<file path="config.mk">
export PLATFORM = sky130hd
export DESIGN_NAME = crc_engine
export DESIGN_NICKNAME = d
export VERILOG_FILES = /design/src/rtl/crc_engine_pkg.sv /design/src/rtl/crc_engine_ctrl.sv /design/src/rtl/crc_engine_dp.sv /design/src/rtl/crc_engine.sv
export SDC_FILE = /design/constraint.sdc
export NUM_CORES = 2
export LEC_CHECK = 0
export CELL_PAD_IN_SITES_DETAIL_PLACEMENT = 2
export CELL_PAD_IN_SITES_GLOBAL_PLACEMENT = 2
export CORE_MARGIN = 5
export CORE_UTILIZATION = 40
export DETAILED_ROUTE_END_ITERATION = 6
export MAX_ROUTING_LAYER = met4
export PLACE_DENSITY = 0.95
export SYNTH_ARGS = -nofsm -noshare
export SYNTH_HDL_FRONTEND = slang
export SYNTH_HIERARCHICAL = 1
export SYNTH_SLANG_ARGS = --single-unit
</file>
<file path="constraint.sdc">
create_clock -name clk -period 44.4 [get_ports clk]
set_input_delay 8.88 -clock clk [delete_from_list [all_inputs] [get_ports clk]]
set_output_delay 8.88 -clock clk [all_outputs]
set_load 0.02 [all_outputs]
</file>
<file path="src/rtl/crc_engine_pkg.sv">
package crc_engine_pkg;

  localparam int WordW   = 32;
  localparam int MaxCtx  = 8;
  localparam int CtxIdxW = $clog2(MaxCtx);
  localparam int LenW    = 3;
  localparam int ModeW   = 3;

  typedef enum logic [ModeW-1:0] {
    MODE_CRC32  = 3'd0,
    MODE_CRC32C = 3'd1,
    MODE_CRC16  = 3'd2,
    MODE_CRC10  = 3'd3,
    MODE_CRC5   = 3'd4
  } crcMode_e;

  typedef struct packed {
    logic               doUpd;
    logic [CtxIdxW-1:0] updIdx;
    logic [LenW-1:0]    updLen;
    logic               doWr;
    logic [CtxIdxW-1:0] wrIdx;
    crcMode_e           wrMode;
    logic [CtxIdxW-1:0] rdIdx;
  } crcStrobe_t;

  function automatic logic [WordW-1:0] modeMask(input crcMode_e m);
    case (m)
      MODE_CRC16: return 32'h0000_FFFF;
      MODE_CRC10: return 32'h0000_03FF;
      MODE_CRC5:  return 32'h0000_001F;
      default:    return 32'hFFFF_FFFF;
    endcase
  endfunction

  function automatic logic [WordW-1:0] modeTop(input crcMode_e m);
    case (m)
      MODE_CRC16: return 32'h0000_8000;
      MODE_CRC10: return 32'h0000_0200;
      MODE_CRC5:  return 32'h0000_0010;
      default:    return 32'h8000_0000;
    endcase
  endfunction

  function automatic logic [WordW-1:0] modePoly(input crcMode_e m);
    case (m)
      MODE_CRC32C: return 32'h1EDC_6F41;
      MODE_CRC16:  return 32'h0000_1021;
      MODE_CRC10:  return 32'h0000_0233;
      MODE_CRC5:   return 32'h0000_0005;
      default:     return 32'h04C1_1DB7;
    endcase
  endfunction

  // Folds the leading nBytes bytes of data into rem, MSB first.
  function automatic logic [WordW-1:0] crcFold(input logic [WordW-1:0] rem,
                                               input logic [WordW-1:0] data,
                                               input logic [LenW-1:0]  nBytes,
                                               input crcMode_e         m);
    logic [WordW-1:0] r;
    logic fb;
    int nBits;
    nBits = 8 * int'(nBytes);
    r = rem & modeMask(m);
    for (int i = 0; i < WordW; i++) begin
      if (i < nBits) begin
        fb = ((r & modeTop(m)) != '0) ^ data[WordW-1-i];
        r  = (r << 1) & modeMask(m);
        if (fb) r = r ^ modePoly(m);
      end
    end
    return r;
  endfunction

endpackage

</file>
<file path="src/rtl/crc_engine_ctrl.sv">
module crc_engine_ctrl
  import crc_engine_pkg::*;
(
  input  logic               clk,
  input  logic               rstN,
  input  logic               cfgEightCtx,
  input  logic               updValid,
  input  logic [CtxIdxW-1:0] updCtx,
  input  logic [LenW-1:0]    updBytes,
  input  logic               wrValid,
  input  logic [CtxIdxW-1:0] wrCtx,
  input  logic [ModeW-1:0]   wrMode,
  input  logic [CtxIdxW-1:0] rdCtx,
  output crcStrobe_t         stb
);

  localparam logic [CtxIdxW-1:0] HalfMask = CtxIdxW'(MaxCtx/2 - 1);
  localparam logic [LenW-1:0]    FullLen  = LenW'(WordW/8);

  function automatic logic [CtxIdxW-1:0] foldIdx(input logic [CtxIdxW-1:0] idx,
                                                 input logic eight);
    return eight ? idx : (idx & HalfMask);
  endfunction

  logic [CtxIdxW-1:0] uIdx, wIdx;
  logic               sameCtx;

  assign uIdx    = foldIdx(updCtx, cfgEightCtx);
  assign wIdx    = foldIdx(wrCtx, cfgEightCtx);
  assign sameCtx = (uIdx == wIdx);

  always_comb begin
    stb        = '0;
    stb.doWr   = wrValid;
    stb.wrIdx  = wIdx;
    stb.wrMode = (wrMode <= 3'd4) ? crcMode_e'(wrMode) : MODE_CRC32;
    stb.doUpd  = updValid && !(wrValid && sameCtx);
    stb.updIdx = uIdx;
    stb.updLen = (updBytes >= 3'd1 && updBytes <= FullLen) ? updBytes : FullLen;
    stb.rdIdx  = foldIdx(rdCtx, cfgEightCtx);
  end


  half_ctx_chk: assert property (@(posedge clk) disable iff (!rstN)
    (!cfgEightCtx && updValid) |-> (stb.updIdx[CtxIdxW-1] == 1'b0));

endmodule

</file>
<file path="src/rtl/crc_engine_dp.sv">
module crc_engine_dp
  import crc_engine_pkg::*;
(
  input  logic               clk,
  input  logic               rstN,
  input  crcStrobe_t         stb,
  input  logic [WordW-1:0]   updData,
  input  logic [WordW-1:0]   wrSeed,
  output logic [WordW-1:0]   rdRemainder,
  output logic [ModeW-1:0]   rdMode,
  output logic               resultValid,
  output logic [WordW-1:0]   resultRemainder
);

  logic [WordW-1:0] ctxRem  [MaxCtx];
  crcMode_e         ctxMode [MaxCtx];
  logic [WordW-1:0] newRem;

  assign newRem = crcFold(ctxRem[stb.updIdx], updData, stb.updLen, ctxMode[stb.updIdx]);

  always_ff @(posedge clk or negedge rstN) begin
    if (!rstN) begin
      for (int i = 0; i < MaxCtx; i++) begin
        ctxRem[i]  <= '0;
        ctxMode[i] <= MODE_CRC32;
      end
    end else begin
      for (int i = 0; i < MaxCtx; i++) begin
        if (stb.doWr && stb.wrIdx == CtxIdxW'(i)) begin
          ctxRem[i]  <= wrSeed & modeMask(stb.wrMode);
          ctxMode[i] <= stb.wrMode;
        end else if (stb.doUpd && stb.updIdx == CtxIdxW'(i)) begin
          ctxRem[i]  <= newRem;
        end
      end
    end
  end

  always_ff @(posedge clk or negedge rstN) begin
    if (!rstN) begin
      resultValid     <= 1'b0;
      resultRemainder <= '0;
    end else begin
      resultValid <= stb.doUpd;
      if (stb.doUpd) resultRemainder <= newRem;
    end
  end

  assign rdRemainder = ctxRem[stb.rdIdx];
  assign rdMode      = ctxMode[stb.rdIdx];


  seed_load_chk: assert property (@(posedge clk) disable iff (!rstN)
    stb.doWr |=> (ctxRem[$past(stb.wrIdx)] == ($past(wrSeed) & modeMask($past(stb.wrMode)))));


  result_store_chk: assert property (@(posedge clk) disable iff (!rstN)
    resultValid |-> (ctxRem[$past(stb.updIdx)] == resultRemainder || $past(stb.doWr)));

  for (genvar g = 0; g < MaxCtx; g++) begin : gCtxChk

    idle_ctx_chk: assert property (@(posedge clk) disable iff (!rstN)
      !((stb.doWr && stb.wrIdx == CtxIdxW'(g)) || (stb.doUpd && stb.updIdx == CtxIdxW'(g)))
      |=> $stable(ctxRem[g]));

    narrow_width_chk: assert property (@(posedge clk) disable iff (!rstN)
      ((ctxRem[g] & ~modeMask(ctxMode[g])) == '0));
  end

endmodule

</file>
<file path="src/rtl/crc_engine.sv">
module crc_engine
  import crc_engine_pkg::*;
(
  input  logic        clk,
  input  logic        rstN,
  input  logic        cfgEightCtx,
  input  logic        updValid,
  input  logic [2:0]  updCtx,
  input  logic [2:0]  updBytes,
  input  logic [31:0] updData,
  input  logic        wrValid,
  input  logic [2:0]  wrCtx,
  input  logic [2:0]  wrMode,
  input  logic [31:0] wrSeed,
  input  logic [2:0]  rdCtx,
  output logic [31:0] rdRemainder,
  output logic [2:0]  rdMode,
  output logic        resultValid,
  output logic [31:0] resultRemainder
);

  crcStrobe_t stb;

  crc_engine_ctrl u_ctrl (
    .clk(clk), .rstN(rstN), .cfgEightCtx(cfgEightCtx),
    .updValid(updValid), .updCtx(updCtx), .updBytes(updBytes),
    .wrValid(wrValid), .wrCtx(wrCtx), .wrMode(wrMode),
    .rdCtx(rdCtx), .stb(stb)
  );

  crc_engine_dp u_dp (
    .clk(clk), .rstN(rstN), .stb(stb), .updData(updData), .wrSeed(wrSeed),
    .rdRemainder(rdRemainder), .rdMode(rdMode),
    .resultValid(resultValid), .resultRemainder(resultRemainder)
  );

  logic portClash;
  assign portClash = wrValid && (cfgEightCtx ? (updCtx == wrCtx) : (updCtx[1:0] == wrCtx[1:0]));


  result_pulse_chk: assert property (@(posedge clk) disable iff (!rstN)
    (updValid && !portClash) |=> resultValid);


  write_wins_chk: assert property (@(posedge clk) disable iff (!rstN)
    (!updValid || portClash) |=> !resultValid);

endmodule

</file>
==> metrics.log, run 1 <==
INFO  metric run_status = did not finish
INFO  metric failed_stage = global routing (5_1_grt)
INFO  metric run.stop_error = [ERROR GRT-0232] Routing congestion too high. Check the congestion heatmap in the GUI.
INFO  metric post_synth_inst_count = about 4700
INFO  metric initial_cell_density_of_the_core = 0.404
INFO  metric post_synth_instance_area = between 30000 and 40000 µm²
INFO  metric grt_usage = 0.682
INFO  metric avgSynthCellArea = 7.79 µm²
INFO  metric top_level_ports = between 150 and 200
INFO  metric async_reset_ff_frac = 1.00
INFO  metric synth.most_common_cell = nor2_1
INFO  metric post-cts-setup-buffers = 0
INFO  metric synth-edff-count = 0
INFO  metric clock-sinks = 313
INFO  metric grt_max_degree = roughly 120
INFO  metric place_area = a little under 40000 µm²
INFO  metric synth.lib_cells_used.distinct = roughly 120
INFO  metric cts_root_buffer = clkbuf_16
INFO  metric synthesis.nets = ~4800
INFO  metric pre_cts_ws = just over 5 ns
INFO  metric number_of_hold_buffers_added_after_cts = 0
INFO  metric ys_ff_latch = ~310
INFO  metric h-tree-depth = 1
INFO  metric globalplace.congestion = 1.01
INFO  metric yosys_warning_count = 6
INFO  metric synth.top_cells.by_area = dfrtp_1, xnor2_1, mux4_2
INFO  metric die_width = about 310 µm
INFO  metric ctsResizeCount = 0
INFO  metric ys.flop_type = dfrtp_1
INFO  metric synth_seq_area_share = 0.214
INFO  metric grt_remaining_overflow = 66
INFO  metric io_buffers = around 150
INFO  metric synth_top_cell_by_area = dfrtp_1
INFO  metric fp-row-count = between 100 and 150
INFO  metric antenna_violations_before_repair = 56
INFO  metric floorplan.die.height = between 300 and 400 µm
INFO  metric number_of_buffers_created_by_cts = 31
INFO  metric post-dp-hpwl = 160000 µm
INFO  metric synth.cells.most_frequent = nor2_1, nand2_1, xnor2_1, dfrtp_1, a21oi_1
INFO  metric ctsLongestPathBuffers = 3
INFO  metric fraction_of_synthesized_cell_area_taken_by_the_top_area_cell_type = 0.214
==> through the flow <==
step                      cells  hold slack (ns)
after floorplan            4686            0.458
after global placement     5772            0.475
after detailed placement   5772            0.494
after CTS                  5827            0.530
==> cells by family after synthesis <==
kind of cell	count (synthesis)	synth area share
flops	313	0.214
simple gates	1732	0.219
compound gates	1303	0.228
buf+inv	406	0.0452
mux	364	0.151
xor+xnor	568	0.142
==> metal layers <==
| layer | GRT overflow | global-route usage |
|---|---|---|
| met1 | 0 | 0.670 |
| met2 | 24 | 0.808 |
| met3 | 9 | 0.559 |
| met4 | 33 | 0.641 |
| met5 | - | - |
==> inputs of run 2 (changes only) <==
--- a/config.mk
+++ b/config.mk
@@ -5,13 +5,10 @@
 export SDC_FILE = /design/constraint.sdc
 export NUM_CORES = 2
 export LEC_CHECK = 0
-export CELL_PAD_IN_SITES_DETAIL_PLACEMENT = 2
-export CELL_PAD_IN_SITES_GLOBAL_PLACEMENT = 2
 export CORE_MARGIN = 5
-export CORE_UTILIZATION = 40
+export CORE_UTILIZATION = 25
 export DETAILED_ROUTE_END_ITERATION = 6
-export MAX_ROUTING_LAYER = met4
-export PLACE_DENSITY = 0.95
+export PLACE_DENSITY_LB_ADDON = 0.15
 export SYNTH_ARGS = -nofsm -noshare
 export SYNTH_HDL_FRONTEND = slang
 export SYNTH_HIERARCHICAL = 1
==> metrics.log, run 2 <==
INFO  metric final_common_cell = nand2_1
INFO  metric globalplace.congestion = 0.918 (-9.0%)
INFO  metric io_buffers = 151 (unchanged)
INFO  metric worst-endpoint-required = between 40 and 50 ns
INFO  metric grt_max_degree = 71
INFO  metric synth_seq_area_share = 0.214 (unchanged)
INFO  metric top_register = u_dp/ctxRem
INFO  metric async_reset_ff_frac = 1.00 (unchanged)
INFO  metric floorplan.die.height = 392 µm (+26%)
INFO  metric cts_root_buffer = clkbuf_16
INFO  metric most-common-layout-cells = nand2_1, nor2_1, xnor2_1, dfrtp_1, a21oi_1
INFO  metric path_max_fanout = 49
INFO  metric drt_iter0_drc = around 4100
INFO  metric post-dp-hpwl = 137000 µm (-14%)
INFO  metric die_area = around 150000 µm²
INFO  metric layout.filler_cells = between 15000 and 20000
INFO  metric nNetsFinal = 4737
INFO  metric die_width = 392 µm (+26%)
INFO  metric firstDrtPassIters = 6
INFO  metric crit_path_max_incr_delay = between 1 and 1.5 ns
INFO  metric hold_path_class = flop to flop
INFO  metric synth_top_cell_by_area = dfrtp_1
INFO  metric avgSynthCellArea = 7.79 µm² (unchanged)
INFO  metric path_clk_slew = 0.06 ns
INFO  metric synth.most_common_cell = nor2_1
INFO  metric run_status = finished, final reports clean
INFO  metric fraction_of_synthesized_cell_area_taken_by_the_top_area_cell_type = 0.214 (unchanged)
INFO  metric avgViaCountPerCell = approximately 5.7
INFO  metric synthesis.nets = 4770 (unchanged)
INFO  metric multiInputGateArea = around 27000 µm²
INFO  metric yosys_warning_count = 6 (unchanged)
INFO  metric h-tree-depth = 2 (+1)
INFO  metric synth.lib_cells_used.distinct = 124 (unchanged)
INFO  metric grt_pass1_wl = around 280000 µm
INFO  metric worst-r2r-cell-count = roughly 80
INFO  metric synth.cells.most_frequent = nor2_1, nand2_1, xnor2_1, dfrtp_1, a21oi_1
INFO  metric worst_hold_path.num_cells = 2
INFO  metric clock-sinks = 313 (unchanged)
INFO  metric crit_type = primary input to flop
INFO  metric ff_latch_area = 7830 µm²
INFO  metric drt.antenna.violating_nets = 0
INFO  metric final_min_period_over_clock_period = 0.850
INFO  metric max-cap-violations = 0
INFO  metric timing.critical_path.to_type = flop
INFO  metric final.min_clock_period = 37.75 ns
INFO  metric cpMaxStageDelayCell = a211oi_1
INFO  metric synth.top_cells.by_area = dfrtp_1, xnor2_1, mux4_2
INFO  metric registers_with_the_most_flip_flops = u_dp/ctxRem x256, u_dp/resultRemainder x32, u_dp/ctxMode x24
INFO  metric ys_ff_latch = 313 (unchanged)
INFO  metric setup_total_negative_slack = 0 ns
INFO  metric fin_worst_hold_slack = ~0.50 ns
INFO  metric post_synth_instance_area = 36500 µm² (unchanged)
INFO  metric top_level_ports = 152 (unchanged)
INFO  metric timing.final.setup_violations = 0
INFO  metric finalCoreUtilization = 0.286
INFO  metric grt_remaining_overflow = 0
INFO  metric final_layout_size_suffix_gt1_frac = 0.125
INFO  metric fp-row-count = 140 (+27%)
INFO  metric ctsResizeCount = 0 (unchanged)
INFO  metric post_synth_inst_count = 4686 (unchanged)
INFO  metric via_count_of_the_routed_design = 37900
INFO  metric slew_violations = 0
INFO  metric core = between 100000 and 150000 µm²
INFO  metric antenna_violations_before_repair = 8
INFO  metric tightest_slew = around 1.4 ns
INFO  metric clock.fmax = about 26 MHz
INFO  metric ys.flop_type = dfrtp_1
INFO  metric clock_latency = approximately 0.55 ns
INFO  metric post-cts-setup-buffers = 0 (unchanged)
INFO  metric fin_worst_skew = ~0.023 ns
INFO  metric grt_pass1_vias = between 30000 and 40000
INFO  metric grt_usage = 0.242
INFO  metric arrival = around 38 ns
INFO  metric hold_viol = 0
INFO  metric largest_register_ff_count = between 200 and 300
INFO  metric initial_cell_density_of_the_core = 0.251 (-0.153)
INFO  metric wl = roughly 190000 µm
INFO  metric timing.slew.headroom = 0.0889
INFO  metric number_of_hold_buffers_added_after_cts = 0 (unchanged)
INFO  metric avgRoutedWirePerCell = just under 30 µm
INFO  metric route.detailed.drc = 0
INFO  metric number_of_buffers_created_by_cts = 36 (+16%)
INFO  metric critPathLaunchType = primary input
INFO  metric cts_tree = built
INFO  metric flow.area_growth_from_synthesis = 13.9%
INFO  metric setup_repair_after_global_routing_missed_its_margin = false
INFO  metric ctsLongestPathBuffers = 3 (unchanged)
INFO  metric synth-edff-count = 0 (unchanged)
run 2: cell counts after synthesis:
Identical to the previous run, type by type.
run 2: layout make-up:
cell class	count	area share
multi-input cells	3967	0.656
flip-flops and latches	313	0.188
repair buffers	302	0.0635
well taps	1917	0.0577
clock buffers	50	0.0261
clock inverters	15	0.00517
inverters	33	0.00298
diodes	1	0.0000601
run 2: per-layer routing:
metal | GRT usage | vias to the layer above | share of wire
li1 | - | 16900 | -
met1 | 0.331 | 18800 | 0.43
met2 | 0.390 | 1863 | 0.45
met3 | 0.0301 | 371 | 0.074
met4 | 0.0944 | 2 | 0.047
met5 | 0 | - | 0.000041
run 2: critical path: cells and delay by family:
kind                      cells  cell delay (ns)
and+or+nand+nor              25             8.73
AOI/OAI and AO/OA            33            10.40
buffers and inverters         7             2.80
xor gates and xnor gates      5             2.52
muxes                        13             4.72
run 2: cells by family (layout without fill, tap and decap cells):
group | after synthesis | in the layout | share of synthesized area
AND/OR/NAND/NOR | 1732 | 1732 | 0.219
AO/OA/AOI/OAI | 1303 | 1303 | 0.228
XOR/XNOR | 568 | 568 | 0.142
buffers and inverters | 406 | 400 | 0.0452
multiplexers | 364 | 364 | 0.151
flip-flops | 313 | 313 | 0.214
other | 0 | 1 | 0
run 2: worst paths after layout:
kind | from | end | slack [ns]
min reg2reg | u_dp/resultRemainder[10] | u_dp/resultRemainder[10] | 0.50
max reg2reg | u_dp/ctxMode[1] | u_dp/ctxRem[86] | 15.74
min | u_dp/resultRemainder[10] | u_dp/resultRemainder[10] | 0.50
max | updCtx[1] | u_dp/ctxRem[86] | 6.65
min in group asynchronous | rstN | u_dp/ctxRem[166] | 8.27
max in group asynchronous | rstN | u_dp/ctxMode[19] | 33.94
run 2: metrics by stage:
step | area (µm²) | std cells | setup WS [ns]
5_1_grt | 41600 | 6597 | 4.99
4_1_cts | 41600 | 6597 | 6.95
3_5_place_dp | 40300 | 6532 | 6.44
6_report | 41600 | 6598 | 6.65
3_3_place_gp | 40300 | 6532 | 6.82
2_1_floorplan | 36500 | 4686 | 13.64
Power of run 2 is left out: the tool's default activity adds up to more than one toggle a clock period on the data nets, which glitch-free logic cannot reach.
